==> src/rtl/ntt_cfi_pkg.sv <==
package ntt_cfi_pkg;

  typedef enum logic [1:0] {
    CAUSE_NONE = 2'b00,
    CAUSE_CF   = 2'b01,
    CAUSE_TM   = 2'b10,
    CAUSE_BOTH = 2'b11
  } cause_e;

  function automatic cause_e make_cause(input logic tm, input logic cf);
    return cause_e'({tm, cf});
  endfunction

endpackage

==> src/rtl/ntt_ctrl_csr.sv <==
module ntt_ctrl_csr #(
  parameter int                CTRL_W = 4,
  parameter logic [CTRL_W-1:0] SEED   = 4'b0010,
  parameter int                RD_BIT = 1,
  parameter int                AR_BIT = 0,
  parameter int                WR_BIT = 3
) (
  input  logic clk_i,
  input  logic rst_ni,
  input  logic load_i,
  input  logic shift_i,
  input  logic clear_i,
  output logic rd_en_o,
  output logic ar_en_o,
  output logic wr_en_o,
  output logic rd_port_sel_o
);

  logic [CTRL_W-1:0] csr_q;

  always_ff @(posedge clk_i or negedge rst_ni) begin
    if (!rst_ni)       csr_q <= '0;
    else if (load_i)   csr_q <= SEED;
    else if (clear_i)  csr_q <= '0;
    else if (shift_i)  csr_q <= {csr_q[0], csr_q[CTRL_W-1:1]};
  end

  assign rd_en_o       = csr_q[RD_BIT];
  assign ar_en_o       = csr_q[AR_BIT];
  assign wr_en_o       = csr_q[WR_BIT];
  assign rd_port_sel_o = ~csr_q[WR_BIT];

endmodule

==> src/rtl/ntt_cfi_shadow.sv <==
module ntt_cfi_shadow #(
  parameter int                CTRL_W = 4,
  parameter logic [CTRL_W-1:0] SEED   = 4'b0010,
  parameter int                TAP    = 1
) (
  input  logic clk_i,
  input  logic rst_ni,
  input  logic load_i,
  input  logic active_i,
  input  logic obs_i,
  output logic fault_o
);

  logic [CTRL_W-1:0] shd_q;

  // free-running replay of the expected pattern, no link to the status register
  always_ff @(posedge clk_i or negedge rst_ni) begin
    if (!rst_ni)        shd_q <= '0;
    else if (load_i)    shd_q <= SEED;
    else if (active_i)  shd_q <= {shd_q[0], shd_q[CTRL_W-1:1]};
  end

  assign fault_o = active_i && (shd_q[TAP] != obs_i);

endmodule

==> src/rtl/ntt_cyc_watch.sv <==
module ntt_cyc_watch #(
  parameter int EXP_CYC = 1028,
  parameter int CNT_W   = $clog2(EXP_CYC + 1)
) (
  input  logic             clk_i,
  input  logic             rst_ni,
  input  logic             load_i,
  input  logic             active_i,
  input  logic             done_i,
  output logic             fin_o,
  output logic             fault_o,
  output logic [CNT_W-1:0] cnt_o
);

  localparam logic [CNT_W-1:0] LAST = CNT_W'(EXP_CYC);

  logic [CNT_W-1:0] cnt_q;
  logic             at_last;

  assign at_last = (cnt_q == LAST);

  always_ff @(posedge clk_i or negedge rst_ni) begin
    if (!rst_ni)                    cnt_q <= '0;
    else if (load_i)                cnt_q <= CNT_W'(1);
    else if (active_i && !at_last)  cnt_q <= cnt_q + 1'b1;
  end

  assign fin_o   = active_i && (done_i || at_last);
  // early finish or a missing finish at the last cycle
  assign fault_o = active_i && (done_i ^ at_last);
  assign cnt_o   = cnt_q;

endmodule

==> src/rtl/ntt_cfi_seq.sv <==
module ntt_cfi_seq #(
  parameter int                N_PTS      = 256,
  parameter int                PIPE_DEPTH = 5,
  parameter int                CTRL_W     = 4,
  parameter logic [CTRL_W-1:0] SEED       = 4'b0010
) (
  input  logic       clk_i,
  input  logic       rst_ni,
  input  logic       start_i,
  input  logic       rd_en_i,
  input  logic       done_i,
  output logic       rd_en_o,
  output logic       ar_en_o,
  output logic       wr_en_o,
  output logic       rd_port_sel_o,
  output logic       done_o,
  output logic       cf_alarm_o,
  output logic       tm_alarm_o,
  output logic [1:0] cause_o
);
  import ntt_cfi_pkg::*;

  localparam int EXP_CYC = $clog2(N_PTS) * (N_PTS / 2) + PIPE_DEPTH - 1;
  localparam int CNT_W   = $clog2(EXP_CYC + 1);
  localparam int RD_BIT  = CTRL_W - 3;
  localparam int AR_BIT  = 0;
  localparam int WR_BIT  = CTRL_W - 1;

  logic             run_q, done_q, cf_q, tm_q;
  logic             start_acc, fin, cf_fault, tm_fault;
  logic [CNT_W-1:0] cnt_w;

  assign start_acc = start_i && !run_q;

  ntt_ctrl_csr #(
    .CTRL_W(CTRL_W), .SEED(SEED),
    .RD_BIT(RD_BIT), .AR_BIT(AR_BIT), .WR_BIT(WR_BIT)
  ) u_csr (
    .clk_i        (clk_i),
    .rst_ni       (rst_ni),
    .load_i       (start_acc),
    .shift_i      (run_q),
    .clear_i      (fin),
    .rd_en_o      (rd_en_o),
    .ar_en_o      (ar_en_o),
    .wr_en_o      (wr_en_o),
    .rd_port_sel_o(rd_port_sel_o)
  );

  ntt_cfi_shadow #(
    .CTRL_W(CTRL_W), .SEED(SEED), .TAP(RD_BIT)
  ) u_shadow (
    .clk_i   (clk_i),
    .rst_ni  (rst_ni),
    .load_i  (start_acc),
    .active_i(run_q),
    .obs_i   (rd_en_i),
    .fault_o (cf_fault)
  );

  ntt_cyc_watch #(
    .EXP_CYC(EXP_CYC), .CNT_W(CNT_W)
  ) u_watch (
    .clk_i   (clk_i),
    .rst_ni  (rst_ni),
    .load_i  (start_acc),
    .active_i(run_q),
    .done_i  (done_i),
    .fin_o   (fin),
    .fault_o (tm_fault),
    .cnt_o   (cnt_w)
  );

  always_ff @(posedge clk_i or negedge rst_ni) begin
    if (!rst_ni) begin
      run_q  <= 1'b0;
      done_q <= 1'b0;
      cf_q   <= 1'b0;
      tm_q   <= 1'b0;
    end else begin
      done_q <= fin;
      if (start_acc) begin
        run_q <= 1'b1;
        cf_q  <= 1'b0;
        tm_q  <= 1'b0;
      end else begin
        if (fin) run_q <= 1'b0;
        cf_q <= cf_q | cf_fault;
        tm_q <= tm_q | tm_fault;
      end
    end
  end

  assign done_o     = done_q;
  assign cf_alarm_o = cf_q;
  assign tm_alarm_o = tm_q;
  assign cause_o    = make_cause(tm_q, cf_q);

endmodule


==> config.mk <==
export PLATFORM = sky130hd
export DESIGN_NAME = ntt_cfi_seq
export DESIGN_NICKNAME = d
export VERILOG_FILES = /design/src/rtl/ntt_cfi_pkg.sv /design/src/rtl/ntt_ctrl_csr.sv /design/src/rtl/ntt_cfi_shadow.sv /design/src/rtl/ntt_cyc_watch.sv /design/src/rtl/ntt_cfi_seq.sv
export SDC_FILE = /design/constraint.sdc
export NUM_CORES = 1
export LEC_CHECK = 0
export ABC_AREA = 1
export ABC_CLOCK_PERIOD_IN_PS = 1500
export BUFFER_PORTS_ARGS = -buffer_cell sky130_fd_sc_hd__buf_2
export CORE_AREA = 8 8 59 61
export DETAILED_ROUTE_END_ITERATION = 16
export DIE_AREA = 0 0 67 69
export GPL_ROUTABILITY_DRIVEN = 0
export HOLD_SLACK_MARGIN = 0.05
export PLACE_DENSITY_LB_ADDON = 0.12
export SYNTH_ARGS = -nofsm -noshare
export SYNTH_HDL_FRONTEND = slang
export SYNTH_SLANG_ARGS = --single-unit
==> constraint.sdc <==
create_clock -name clk_i -period 1.5 [get_ports clk_i]
set_input_delay 0.3 -clock clk_i [delete_from_list [all_inputs] [get_ports clk_i]]
set_output_delay 0.3 -clock clk_i [all_outputs]
set_load 0.05 [all_outputs]
# --- Yosys cells after proc, flatten, opt, wreduce, memory -nomap -nowiden ---
# Cells that the tools add are included.
totals:
  ff_bits: 23
  input_bits: 5
  out_inout_bits: 9
  wordCells: 37
op_classes:
  addsub: 1
  n_eq_ne: 2
  mux: 11
  n_bitwise: 4
  n_reduce_logical: 12
ops:
  columns: ["op", "n"]
  rows:
  - ["$mux W11", 2]
  - ["$mux W4", 5]
  - ["$add A11 B1 Y11 const B", 1]
  - ["$eq A11 B11 Y1 const B", 1]
  - ["$reduce_bool A2 Y1", 3]
  - ["$logic_and A1 B1 Y1", 5]
  - ["$mux W1", 4]
  - ["$reduce_bool A3 Y1", 1]
  - ["$logic_not A1 Y1", 2]
  - ["$or A1 B1 Y1", 2]
  - ["$logic_or A1 B1 Y1", 1]
  - ["$ne A1 B1 Y1", 1]
  - ["$not A1 Y1", 1]
  - ["$xor A1 B1 Y1", 1]

# --- Depth between registers and ports, before layout ---
depth:
  word_depth: 5
  depth_mapped: 9
  ltp_nobuf: 9

# --- Hierarchy ---
# Synthesis repeated with hierarchy kept, for this count alone.
unflattened:
  hier_cells: 174
  area_unflattened_um2: 1318.8
by_module_without_submodules:
  columns: ["module", "n_inst", "cells_per_inst", "area_per_inst_um2", "seq_area_each_um2"]
  rows:
  - ["ntt_cyc_watch", 1, 111, 795.8, 275.3]
  - ["ntt_ctrl_csr", 1, 23, 185.2, 100.1]
  - ["ntt_cfi_shadow", 1, 23, 178.9, 100.1]
  - ["ntt_cfi_seq", 1, 17, 158.9, 100.1]

# --- Worst setup path after synthesis ---
# OpenSTA, ideal clock, no wires.
synth_path:
  path_kind: "register -> register"
  startpoint: "reg u_watch.cnt_q[0] (netlist: u_watch.cnt_o[0])"
  endpoint: "reg tm_q (netlist: tm_alarm_o)"
  setup_time_ns: 0.121
  arrival_time_ns: 1.340
  required_time_ns: 1.379
  slack_ns: 0.039
  path_stages_with_launch: 9
  path_buffers: 0
  period_less_slack_ns: 1.461
  cell_sequence: "dfrtp_1 > inv_1 > ha_1 > nand3_1 > nor2_1 > inv_1 > ha_1 > a21oi_1 > nor2_1"
synth_between:
  elab_chain_cells: 5
synth_rtl:
  columns: ["element", "line", "text"]
  rows:
  - ["start: declaration", "ntt_cyc_watch.sv:17", "logic [CNT_W-1:0] cnt_q;"]
  - ["start signal: assignment", "ntt_cyc_watch.sv:25", "else if (active_i && !at_last) cnt_q <= cnt_q + 1'b1;"]
  - ["$eq A11 B11 Y1", "ntt_cyc_watch.sv:20", "assign at_last = (cnt_q == LAST);"]
  - ["$xor A1 B1 Y1", "ntt_cyc_watch.sv:30", "assign fault_o = active_i && (done_i ^ at_last);"]
  - ["$logic_and A1 B1 Y1", "ntt_cyc_watch.sv:30", null]
  - ["$or A1 B1 Y1", "ntt_cfi_seq.sv:89", "tm_q <= tm_q | tm_fault;"]
  - ["$mux W1", "ntt_cfi_seq.sv:82", "if (start_acc) begin"]
  - ["end signal: assignment", "ntt_cfi_seq.sv:89", null]
  - ["end: declaration", "ntt_cfi_seq.sv:29", "logic run_q, done_q, cf_q, tm_q;"]
# No other way between the ends.
# A chain may end at the register's enable or synchronous reset.

# --- Worst setup path after layout ---
# Same ends and word-level chain as after synthesis.

==> impl_results.md <==
- Layout cells sized above 1: 0.239
- Io pins: 14
- WL final: about 2800 um
- Netlist Area Pre-Place: 1260 um2
- Max Cap Viol: 0
- Outcome: complete, no violations
- Largest net degree at the start of global routing: 24
- Reg area: approximately 580 um2
- Worst Path Buf+Inv: 2
- Die height: ~69 um
- Initial antenna violation count: 0
- CTS H-tree depth: 1
- First-pass GRT wire length: 4830 um
- CTS root buffer: clkbuf_4
- Max VDD drop: between 0.9 and 1 mV
- Die area: between 4000 and 5000 um2
- CP Data Arrival Time: approximately 1.7 ns
- Critical path required time: between 1.5 and 2 ns
- Post-route ant nets: 0
- CP max stage delay: 0.41 ns
- Final cell count without fillers: between 200 and 250
- Min Tclk post-route: 1.45 ns
- Worst slew margin: 0.646
- Multi-input gate area: 566 um2
- Sequential-to-total area share from yosys stat: 0.455
- Avg Cell Area, Syn: roughly 7.5 um2
- Clk slew on worst S/H paths: about 0.13 ns
- Reg power frac: 0.409
- Internal: between 1 and 1.5 mW
- Top cell family by delay on the critical path: adder cells
- Main area contributors after synthesis: dfrtp_1 (46%), nand2_1 (12%), nand3_1 (10%)
- Synth cell types: 21
- Fmax: around 0.69 GHz
- Crit path max-delay cell type: dfrtp_1
- Async SR Flop Fraction: 1.00
- Leakage: about 0.77 nW
- Syn Inst Count: approximately 170
- # diodes: 0
- EDFF count, synth: 0
- Max Slew Vio Count: 0
- Vias: around 1100
- Worst-Skew Late Latency: between 0.3 and 0.4 ns
- Cell with the most instances after synthesis: nand2_1
- Pwr dens: 1290 nW/um2
- Placed instance area: about 1400 um2
- First drt pass iteration count: 5
- GRT Overall Usage: 0.130
- Hold Crit Class: primary input to flip-flop
- Skew final: approximately 0.0027 ns
- Nets: between 200 and 250
- Cells after DPL: between 200 and 250
- Clock power frac: 0.149
- Worst hold slack: 0.278 ns
- Switching Fraction: 0.415
- Clock sinks: 23
- Worst setup margin: around 0.051 ns
- Grt ovf: 0
- Hold Violations, Final: 0
- Kind of critical path: flip-flop to flip-flop
- Total power: around 2.0 mW
- Initial Util: 0.483
- Yosys top cell by area: dfrtp_1
- Final Cell Area: roughly 1500 um2
- Initial DRC count: 52
- Synth top area share: 0.455
- Via count of the first global-routing pass: 1148
- Worst slew pin tran: between 0.5 and 0.6 ns
- Synthesized flop and latch total: 23
- Core ar.: about 2600 um2
- R2R Setup Slk: just over 0.05 ns
- Worst slack, placed: -0.00108 ns
- YS warnings: 0
- Layout fillers: approximately 250
- Die Span X: around 67 um
- Post-synth top flop: dfrtp_1
- Final setup fails: 0
- Fin util: 0.578
- Part of the cycle the worst path needs: 0.966
- Sw Pwr: around 810 uW
- Crit-path cells: inv_2 -> ha_4 -> nand3_1 -> nor2_2 -> inv_1 -> ha_1 -> a21oi_2 -> nor2_1
- DRC: 0
- Clock tree from TritonCTS: yes
- Max Root-Sink Buffers: 2
- Std-Cell Rows: 19
- Combinational fraction of design power: 0.441
- Drt wl/cell: 12.2 um
- RSZ-0062 raised after global routing: true
- Total CTS buffers: 3
- Post-Syn Nets: between 150 and 200
- Vias/cell: around 5
- Max FO, Critical Path: 2
- Startpoint types: flip-flop
- CP Capture Type: flip-flop
- Setup TNS: 0 ns
- DP Wirelength: 2100 um
- Layout area overhead: 19.6%
- PortBufs: 13
- Commonest cells in the netlist: nand2_1 (39), nand3_1 (26), nor2_1 (26)
final timing paths:
| kind | start | to | depth (start not counted) |
|---|---|---|---|
| setup / recovery | u_watch.cnt_o[0] | tm_alarm_o | 8 |
| hold / removal | rd_en_i | cf_alarm_o | 4 |
| setup reg to reg | u_watch.cnt_o[0] | tm_alarm_o | 8 |
| hold reg to reg | u_shadow.shd_q[3] | u_shadow.shd_q[3] | 2 |
| max in group asynchronous | rst_ni | tm_alarm_o | 2 |
| min in group asynchronous | rst_ni | cf_alarm_o | 2 |
tightest hold or removal path, cell delays in order:
cell and delay [ns]:
buf_2 0.08, a21oi_1 0.05, o21ai_0 0.06, a21oi_1 0.07
flip-flops by register name, summed over array words and instances, names as in the netlist:
signal          count
run_q               1
u_csr.csr_q         4
tm_alarm_o          1
done_o              1
u_watch.cnt_o      11
u_shadow.shd_q      4
cf_alarm_o          1
cell families (layout without fill, tap and decap cells):
logic type               after synthesis  in the layout  synth area share
XOR/XNOR                               1              1           0.00693
buffers and inverters                 31             60             0.118
adder cells (fa/ha/maj)                3              3            0.0297
AND/OR/NAND/NOR                       97             97             0.328
AO/OA/AOI/OAI                         13             13            0.0624
flip-flops                            23             23             0.455
cells in the final DEF (no fill, tap or decap):
master	n
nand2_1	37
nand3_1	26
nor2_1	24
dfrtp_1	23
inv_1	22
buf_4	17
buf_2	13
o22ai_1	6
nor2_2	3
nand2_2	3
clkbuf_4	3
inv_2	2
a21oi_1	2
nor3_1	2
ha_1	2
nor2_4	1
a21oi_2	1
o21ai_0	1
xor2_1	1
or2_2	1
a22oi_1	1
a221oi_1	1
o21ai_1	1
ha_4	1
clkinv_2	1
dlygate4sd3_1	1
buf_6	1
area by class of cell:
type	count	area share
Clock inverter	1	0.00331
Multi-Input combinational cell	114	0.374
Clock buffer	3	0.0149
Inverter	24	0.0596
Timing Repair Buffer	32	0.142
Sequential cell	23	0.381
Tap cell	31	0.0257
power by group through the flow:
| stage | registers [mW] | clock network, mW | logic, mW |
|---|---|---|---|
| floorplan | 0.912 | 0 | 0.459 |
| global placement | 0.803 | 0 | 0.808 |
| detailed placement | 0.809 | 0 | 0.824 |
| CTS | 0.796 | 0.308 | 0.831 |
| global route | 0.818 | 0.326 | 0.954 |
| finish | 0.800 | 0.292 | 0.862 |
layer usage:
| metal | part of all wire | GRT usage | up-vias |
|---|---|---|---|
| li1 | - | - | 586 |
| met1 | 0.47 | 0.164 | 524 |
| met2 | 0.47 | 0.207 | 25 |
| met3 | 0.039 | 0.0210 | 4 |
| met4 | 0.015 | 0.0581 | 0 |
| met5 | 0 | 0 | - |
what timing repair did:
item,CTS,global route
endpoints found under the hold margin,23,0
pin swaps,1,3
resized for setup,1,10
setup endpoints to repair,2,10
hold buffers,1,0
setup buffers,0,1
Note: power is estimated with default switching activity, not from simulation.
